### config.mk
export PLATFORM = sky130hd
export DESIGN_NAME = clk_ctrl_bank
export DESIGN_NICKNAME = d
export VERILOG_FILES = /design/src/rtl/clkbank_pkg.sv /design/src/rtl/cb_lock_fsm.sv /design/src/rtl/cb_prot_regs.sv /design/src/rtl/cb_clk_regs.sv /design/src/rtl/clk_ctrl_bank.sv
export SDC_FILE = /design/constraint.sdc
export NUM_CORES = 1
export LEC_CHECK = 0
export BUFFER_PORTS_ARGS = -buffer_cell sky130_fd_sc_hd__buf_2
export CAP_MARGIN = 20
export CORE_UTILIZATION = 45
export CTS_CLUSTER_SIZE = 25
export DETAILED_ROUTE_END_ITERATION = 6
export PLACE_DENSITY_LB_ADDON = 0.1
export SLEW_MARGIN = 20
export SYNTH_ARGS = -nofsm -noshare
export SYNTH_HDL_FRONTEND = slang
export SYNTH_SLANG_ARGS = --single-unit
### constraint.sdc
create_clock -name clk -period 1.1 [get_ports clk]
set_input_delay 0.055 -clock clk [delete_from_list [all_inputs] [get_ports clk]]
set_output_delay 0.055 -clock clk [all_outputs]
set_load 0.02 [all_outputs]
### src/rtl/clkbank_pkg.sv
package clkbank_pkg;
    localparam int unsigned BUS_AW = 3;
    localparam int unsigned BUS_DW = 8;

    localparam int unsigned ADR_GUARD = 0;
    localparam int unsigned ADR_PCLK  = 1;
    localparam int unsigned ADR_MODE  = 2;
    localparam int unsigned ADR_CCR   = 3;
    localparam int unsigned ADR_STOP  = 4;
    localparam int unsigned ADR_PLL   = 5;

    typedef enum logic [1:0] {
        LK_OPEN = 2'd0,
        LK_SYS  = 2'd1,
        LK_WDT  = 2'd2,
        LK_BOTH = 2'd3
    } lock_state_e;
endpackage

### src/rtl/cb_lock_fsm.sv
module cb_lock_fsm
    import clkbank_pkg::*;
(
    input  logic clk,
    input  logic rst_n,
    input  logic set_sys,
    input  logic set_wdt,
    output logic sys_lock,
    output logic wdt_lock,
    output logic stop_blocked
);
    lock_state_e state_q, state_d;

    always_ff @(posedge clk) begin
        if (!rst_n) state_q <= LK_OPEN;
        else        state_q <= state_d;
    end

    always_comb begin
        state_d = state_q;
        unique case (state_q)
            LK_OPEN: begin
                if (set_sys && set_wdt) state_d = LK_BOTH;
                else if (set_sys)       state_d = LK_SYS;
                else if (set_wdt)       state_d = LK_WDT;
            end
            LK_SYS:  if (set_wdt) state_d = LK_BOTH;
            LK_WDT:  if (set_sys) state_d = LK_BOTH;
            LK_BOTH: state_d = LK_BOTH;
        endcase
    end

    always_comb begin
        sys_lock = 1'b0;
        wdt_lock = 1'b0;
        unique case (state_q)
            LK_OPEN: ;
            LK_SYS:  sys_lock = 1'b1;
            LK_WDT:  wdt_lock = 1'b1;
            LK_BOTH: begin
                sys_lock = 1'b1;
                wdt_lock = 1'b1;
            end
        endcase
        stop_blocked = sys_lock | wdt_lock;
    end
endmodule

### src/rtl/cb_prot_regs.sv
module cb_prot_regs (
    input  logic       clk,
    input  logic       rst_n,
    input  logic       we_guard,
    input  logic       we_pclk,
    input  logic       we_mode,
    input  logic [1:0] wd_lo,
    input  logic       wd_b2,
    input  logic       wd_b4,
    input  logic       pll_on,
    output logic [1:0] guard_q,
    output logic [1:0] pclk_q,
    output logic       wait_q,
    output logic       nmi_q,
    output logic       set_sys,
    output logic       set_wdt
);
    logic mode_ok;

    assign mode_ok = we_mode & guard_q[1];
    assign set_sys = mode_ok & wd_lo[1];
    assign set_wdt = mode_ok & wd_b2;

    always_ff @(posedge clk) begin
        if (!rst_n) begin
            guard_q <= 2'b00;
            pclk_q  <= 2'b11;
            wait_q  <= 1'b0;
            nmi_q   <= 1'b0;
        end else begin
            if (we_guard) guard_q <= wd_lo;
            if (we_pclk && guard_q[0]) pclk_q <= wd_lo;
            if (mode_ok && !pll_on) wait_q <= wd_lo[0];
            if (mode_ok && wd_b4) nmi_q <= 1'b1;
        end
    end
endmodule

### src/rtl/cb_clk_regs.sv
module cb_clk_regs #(
    parameter int unsigned DW        = 8,
    parameter int unsigned LOCK_BITS = 4
) (
    input  logic          clk,
    input  logic          rst_n,
    input  logic          we_ccr,
    input  logic          we_stop,
    input  logic          we_pll,
    input  logic [DW-1:0] wdata,
    input  logic          sys_lock,
    input  logic          stop_blocked,
    output logic [DW-1:0] ccr_q,
    output logic [DW-1:0] pll_q,
    output logic          stop_pulse
);
    localparam logic [DW-1:0] LOCK_MASK = DW'((1 << LOCK_BITS) - 1);

    logic [DW-1:0] ccr_next;

    always_comb begin
        if (sys_lock) ccr_next = (ccr_q & LOCK_MASK) | (wdata & ~LOCK_MASK);
        else          ccr_next = wdata;
    end

    always_ff @(posedge clk) begin
        if (!rst_n) begin
            ccr_q      <= '0;
            pll_q      <= '0;
            stop_pulse <= 1'b0;
        end else begin
            stop_pulse <= we_stop & wdata[0] & ~stop_blocked;
            if (we_ccr) ccr_q <= ccr_next;
            if (we_pll && !sys_lock) pll_q <= wdata;
        end
    end
endmodule

### src/rtl/clk_ctrl_bank.sv
module clk_ctrl_bank
    import clkbank_pkg::*;
#(
    parameter int unsigned AW = BUS_AW,
    parameter int unsigned DW = BUS_DW
) (
    input  logic          clk,
    input  logic          rst_n,
    input  logic [AW-1:0] bus_addr,
    input  logic [DW-1:0] bus_wdata,
    input  logic          bus_we,
    output logic [DW-1:0] bus_rdata,
    output logic          tmr_clk_div2,
    output logic          ser_clk_div2,
    output logic [1:0]    sfr_wait_cnt,
    output logic          wdt_src_osc,
    output logic          osc_force_on,
    output logic          nmi_pin_en,
    output logic          stop_blocked,
    output logic          stop_enter,
    output logic          main_clk_stop,
    output logic [1:0]    cpu_clk_sel,
    output logic          osc_det_en,
    output logic [DW-1:0] pll_cfg
);
    localparam int unsigned PLL_ON_BIT = DW - 1;
    localparam int unsigned LOCK_BITS  = 4;

    logic          sel_guard, sel_pclk, sel_mode, sel_ccr, sel_stop, sel_pll;
    logic [1:0]    guard_q, pclk_q;
    logic          wait_q, nmi_q, set_sys, set_wdt;
    logic          sys_lock, wdt_lock;
    logic [DW-1:0] ccr_q, pll_q;
    logic          pll_on;

    assign sel_guard = bus_we && (bus_addr == AW'(ADR_GUARD));
    assign sel_pclk  = bus_we && (bus_addr == AW'(ADR_PCLK));
    assign sel_mode  = bus_we && (bus_addr == AW'(ADR_MODE));
    assign sel_ccr   = bus_we && (bus_addr == AW'(ADR_CCR));
    assign sel_stop  = bus_we && (bus_addr == AW'(ADR_STOP));
    assign sel_pll   = bus_we && (bus_addr == AW'(ADR_PLL));
    assign pll_on    = pll_q[PLL_ON_BIT];

    cb_prot_regs u_prot (
        .clk      (clk),
        .rst_n    (rst_n),
        .we_guard (sel_guard),
        .we_pclk  (sel_pclk),
        .we_mode  (sel_mode),
        .wd_lo    (bus_wdata[1:0]),
        .wd_b2    (bus_wdata[2]),
        .wd_b4    (bus_wdata[4]),
        .pll_on   (pll_on),
        .guard_q  (guard_q),
        .pclk_q   (pclk_q),
        .wait_q   (wait_q),
        .nmi_q    (nmi_q),
        .set_sys  (set_sys),
        .set_wdt  (set_wdt)
    );

    cb_lock_fsm u_lock (
        .clk          (clk),
        .rst_n        (rst_n),
        .set_sys      (set_sys),
        .set_wdt      (set_wdt),
        .sys_lock     (sys_lock),
        .wdt_lock     (wdt_lock),
        .stop_blocked (stop_blocked)
    );

    cb_clk_regs #(.DW(DW), .LOCK_BITS(LOCK_BITS)) u_clk (
        .clk          (clk),
        .rst_n        (rst_n),
        .we_ccr       (sel_ccr),
        .we_stop      (sel_stop),
        .we_pll       (sel_pll),
        .wdata        (bus_wdata),
        .sys_lock     (sys_lock),
        .stop_blocked (stop_blocked),
        .ccr_q        (ccr_q),
        .pll_q        (pll_q),
        .stop_pulse   (stop_enter)
    );

    always_comb begin
        bus_rdata = '0;
        unique case (int'(bus_addr))
            ADR_GUARD: bus_rdata[1:0] = guard_q;
            ADR_PCLK:  bus_rdata[1:0] = pclk_q;
            ADR_MODE: begin
                bus_rdata[0] = wait_q;
                bus_rdata[1] = sys_lock;
                bus_rdata[2] = wdt_lock;
                bus_rdata[4] = nmi_q;
            end
            ADR_CCR:   bus_rdata = ccr_q;
            ADR_PLL:   bus_rdata = pll_q;
            default:   bus_rdata = '0;
        endcase
    end

    assign tmr_clk_div2  = ~pclk_q[0];
    assign ser_clk_div2  = ~pclk_q[1];
    assign sfr_wait_cnt  = (pll_on && wait_q) ? 2'd1 : 2'd2;
    assign wdt_src_osc   = wdt_lock;
    assign osc_force_on  = wdt_lock;
    assign nmi_pin_en    = nmi_q;
    assign main_clk_stop = ccr_q[0];
    assign cpu_clk_sel   = ccr_q[2:1];
    assign osc_det_en    = ccr_q[3];
    assign pll_cfg       = pll_q;
endmodule

==> flow_summary.yaml <==
clocking:
  clock_latency_ns: 0.32
  clock-sinks: 25
  htreeDepth: 1
  cts_tree: "yes"
  cts_inserted_buffers: 3
  root_buffer: "clkbuf_4"
  clk_path_buf_depth: 2
  clkTransAtPathRegs_ns: 0.14
status:
  status: "complete, but fails checks"
  violations: "setup timing"
yosys:
  muxShareOfSynthArea: 0.173
  yosysSeqAreaShare: 0.402
  synth_area_mm2: 0.00124
  synth-seq-cells: 25
  synth-simple-area-share: 0.246
  synthesis.nets: 149
  ys_top_cells_by_area: "dfxtp_1 40%, mux2i_1 14%, nand2_1 6.6%, nor2b_1 6.0%, buf_4 3.0%"
  yosysWarningCount: 0
  yosysTopAreaCell: "dfxtp_1"
  synthesis.instances: 135
  synth_top_family_by_area: "simple AND/OR/NAND/NOR gates"
  synth-compound-area-share: 0.101
  synthXorXnorAreaFrac: 0
  yosysTopAreaCellShare: 0.402
  avgSynthCellArea_um2: 9.21
  synthAdderAreaFrac: 0
  synth.distinct_cells: 29
pwr:
  power_mw: 1.63
  peakVddDrop_mv: 0.805
  power_leakage_nw: 0.879
  cellPowerDensity_mw_per_mm2: 859
floorplanning:
  rows: 18
  io_pins: 43
  die_area_mm2: 0.00298
  die_w_um: 54.6
  start_util: 0.489
  core_area_mm2: 0.00254
  die_height_um: 54.6
cells_and_area:
  drive_gt1_frac: 0.547
  nNetsFinal: 218
  final_area_mm2: 0.00190
  syn_to_final_growth_pct: 52.8
  layout_common_cells: "31 x buf_2, 24 x buf_4, 21 x nand2_1, 17 x mux2i_1, 17 x buf_6"
  n_fill_cell: 193
  n_antenna_cell: 0
  final_common_cell: "buf_2"
drt:
  ant_nets: 0
  wl_per_cell_um: 14.0
  vias: 1226
  drcViolationCount: 0
  vias_per_cell: 5.26
  first_pass_iters: 4
  routed_wirelength_mm: 3.27
  drt_iter0_markers: 20
timing:
  skew_ns: 0.00161
  drv_slew: 0
  setup-violations-final: 18
  max_slew_margin: 0.747
  max_freq_mhz: 700
  tns_ns: -1.76
  hold_viol: 0
  min_period_over_period: 1.30
  rsz0062_at_grt: "yes"
  worst_pin_slew_ns: 0.378
  setup_slack_ns: -0.328
  fin_crit_ns: 1.43
grt:
  grt_max_degree: 20
  antenna_found_initial: 0
  grt_pass1_vias: 1097
  grt_overflow: 0
  grt_pass1_wl_mm: 5.04
  grt_usage: 0.243
setup_path:
  critPathArrivalTime_ns: 1.37
  r2r-start: "u_lock.state_q[0]$_SDFFE_PN0P_"
  r2r_slack_ns: -0.09
  r2r-end: "u_clk.ccr_q[1]$_SDFFE_PN0P_"
  cpPeakStageDelay_ns: 0.46
  startpoint_type: "flop"
  crit_chain: "mux4_2, inv_2, o21ai_2, buf_6"
  cp.required_ns: 1.04
  critPathSlowestCell: "mux4_2"
  r2r_cells: 4
  crit_fanout: 2
  path_class: "flop to output port"
  endpoint_kind: "output port"
placement:
  dpl_cell_area_mm2: 0.00158
  port_buffers: 42
  routabilityCongestion: 0.759
  dpl.hpwl_mm: 2.25
hold_path:
  hp-class: "input pin to flop"
  min_from: "rst_n"
  hold_end: "u_prot.nmi_q$_SDFFE_PN0P_"
  worst_hold_path.num_cells: 2
flow_run:
  drv_cap: 0
[state kept, by name, indices dropped and copies added (netlist names)]
| signal | flops |
|---|---|
| u_lock.state_q | 2 |
| u_clk.pll_q | 8 |
| u_clk.ccr_q | 8 |
| u_clk.stop_pulse | 1 |
| u_prot.wait_q | 1 |
| u_prot.guard_q | 2 |
| u_prot.pclk_q | 2 |
| u_prot.nmi_q | 1 |
[layer usage]
layer  GRT usage  wire [um]  vias to the layer above  share of wire
met5           0          0                        -              0
met4       0.103         56                        0          0.017
met3      0.0250        126                        6          0.039
met2       0.398       1600                       37           0.49
met1       0.323       1490                      572           0.45
li1            -          -                      611              -
[report_power, final]
| group | leakage, nW | total, mW | switching [mW] | internal [mW] |
|---|---|---|---|---|
| clock | 0.0150 | 0.423 | 0.281 | 0.142 |
| combinational | 0.654 | 0.281 | 0.141 | 0.140 |
| sequential | 0.209 | 0.930 | 0.0101 | 0.919 |
[per-stage QoR]
stage	utilization	hold slack, ns	std cells	setup slack (ns)
after CTS	0.708	0.0179	231	-0.336
after floorplan	-	0.214	135	0.0312
after global placement	0.619	0.326	212	-0.00583
after global routing	0.747	0.0233	233	-0.379
after detailed placement	0.619	0.339	212	-0.0201
final	0.747	0.0228	233	-0.328
[worst max path at each step]
| stage | startpoint | to | slack [ns] |
|---|---|---|---|
| after floorplan | bus_addr[2] | bus_rdata[3] | 0.03 |
| final | u_clk.ccr_q[0]$_SDFFE_PN0P_ | bus_rdata[0] | -0.33 |
| after CTS | u_clk.ccr_q[0]$_SDFFE_PN0P_ | bus_rdata[0] | -0.34 |
| after global routing | u_clk.ccr_q[0]$_SDFFE_PN0P_ | bus_rdata[0] | -0.38 |
| after global placement | bus_addr[0] | bus_rdata[0] | -0.006 |
| after detailed placement | bus_addr[0] | bus_rdata[0] | -0.02 |
[cell usage after synthesis, drive strengths merged]
master / n
and4b: 3
and3: 1
or2: 1
mux4: 1
nand3: 5
clkbuf: 5
nand3b: 1
mux2: 2
nand4: 2
nand2: 22
o2bb2ai: 1
a22oi: 4
nand4b: 1
nor3: 1
a31oi: 3
a32o: 2
mux2i: 17
nor4b: 1
and3b: 1
inv: 4
a21o: 1
o21ai: 5
o211ai: 2
nor4bb: 1
buf: 10
nor2b: 13
dfxtp: 25
[critical path, delay by kind of cell (launching register included)]
family | cells | cell delay (ns)
AOI/OAI and AO/OA | 1 | 0.05
buffers and inverters | 2 | 0.20
DFF | 1 | 0.34
muxes | 1 | 0.46
[timing repair]
item	4_1_cts	5_1_grt
setup endpoints to repair	11	24
setup buffers	9	3
hold buffers	6	0
pin swaps	6	4
gates resized for setup	32	28
hold endpoints to repair	8	0
[cell type report]
| class | count | area, um^2 | area share |
|---|---|---|---|
| Clock buffer | 4 | 26.3 | 0.0138 |
| Inverter | 4 | 15.0 | 0.00790 |
| Multi-Input combinational cell | 91 | 692 | 0.364 |
| Sequential cell | 25 | 523 | 0.275 |
| Tap cell | 30 | 37.5 | 0.0197 |
| Timing Repair Buffer | 79 | 607 | 0.319 |
[cells by family (layout without fill, tap and decap cells)]
group,Yosys count,in the layout
buf+inv,19,87
mux,20,20
compound gates,18,18
flops,25,25
simple gates,53,53
No activity file was read; power rests on OpenSTA's default activity.
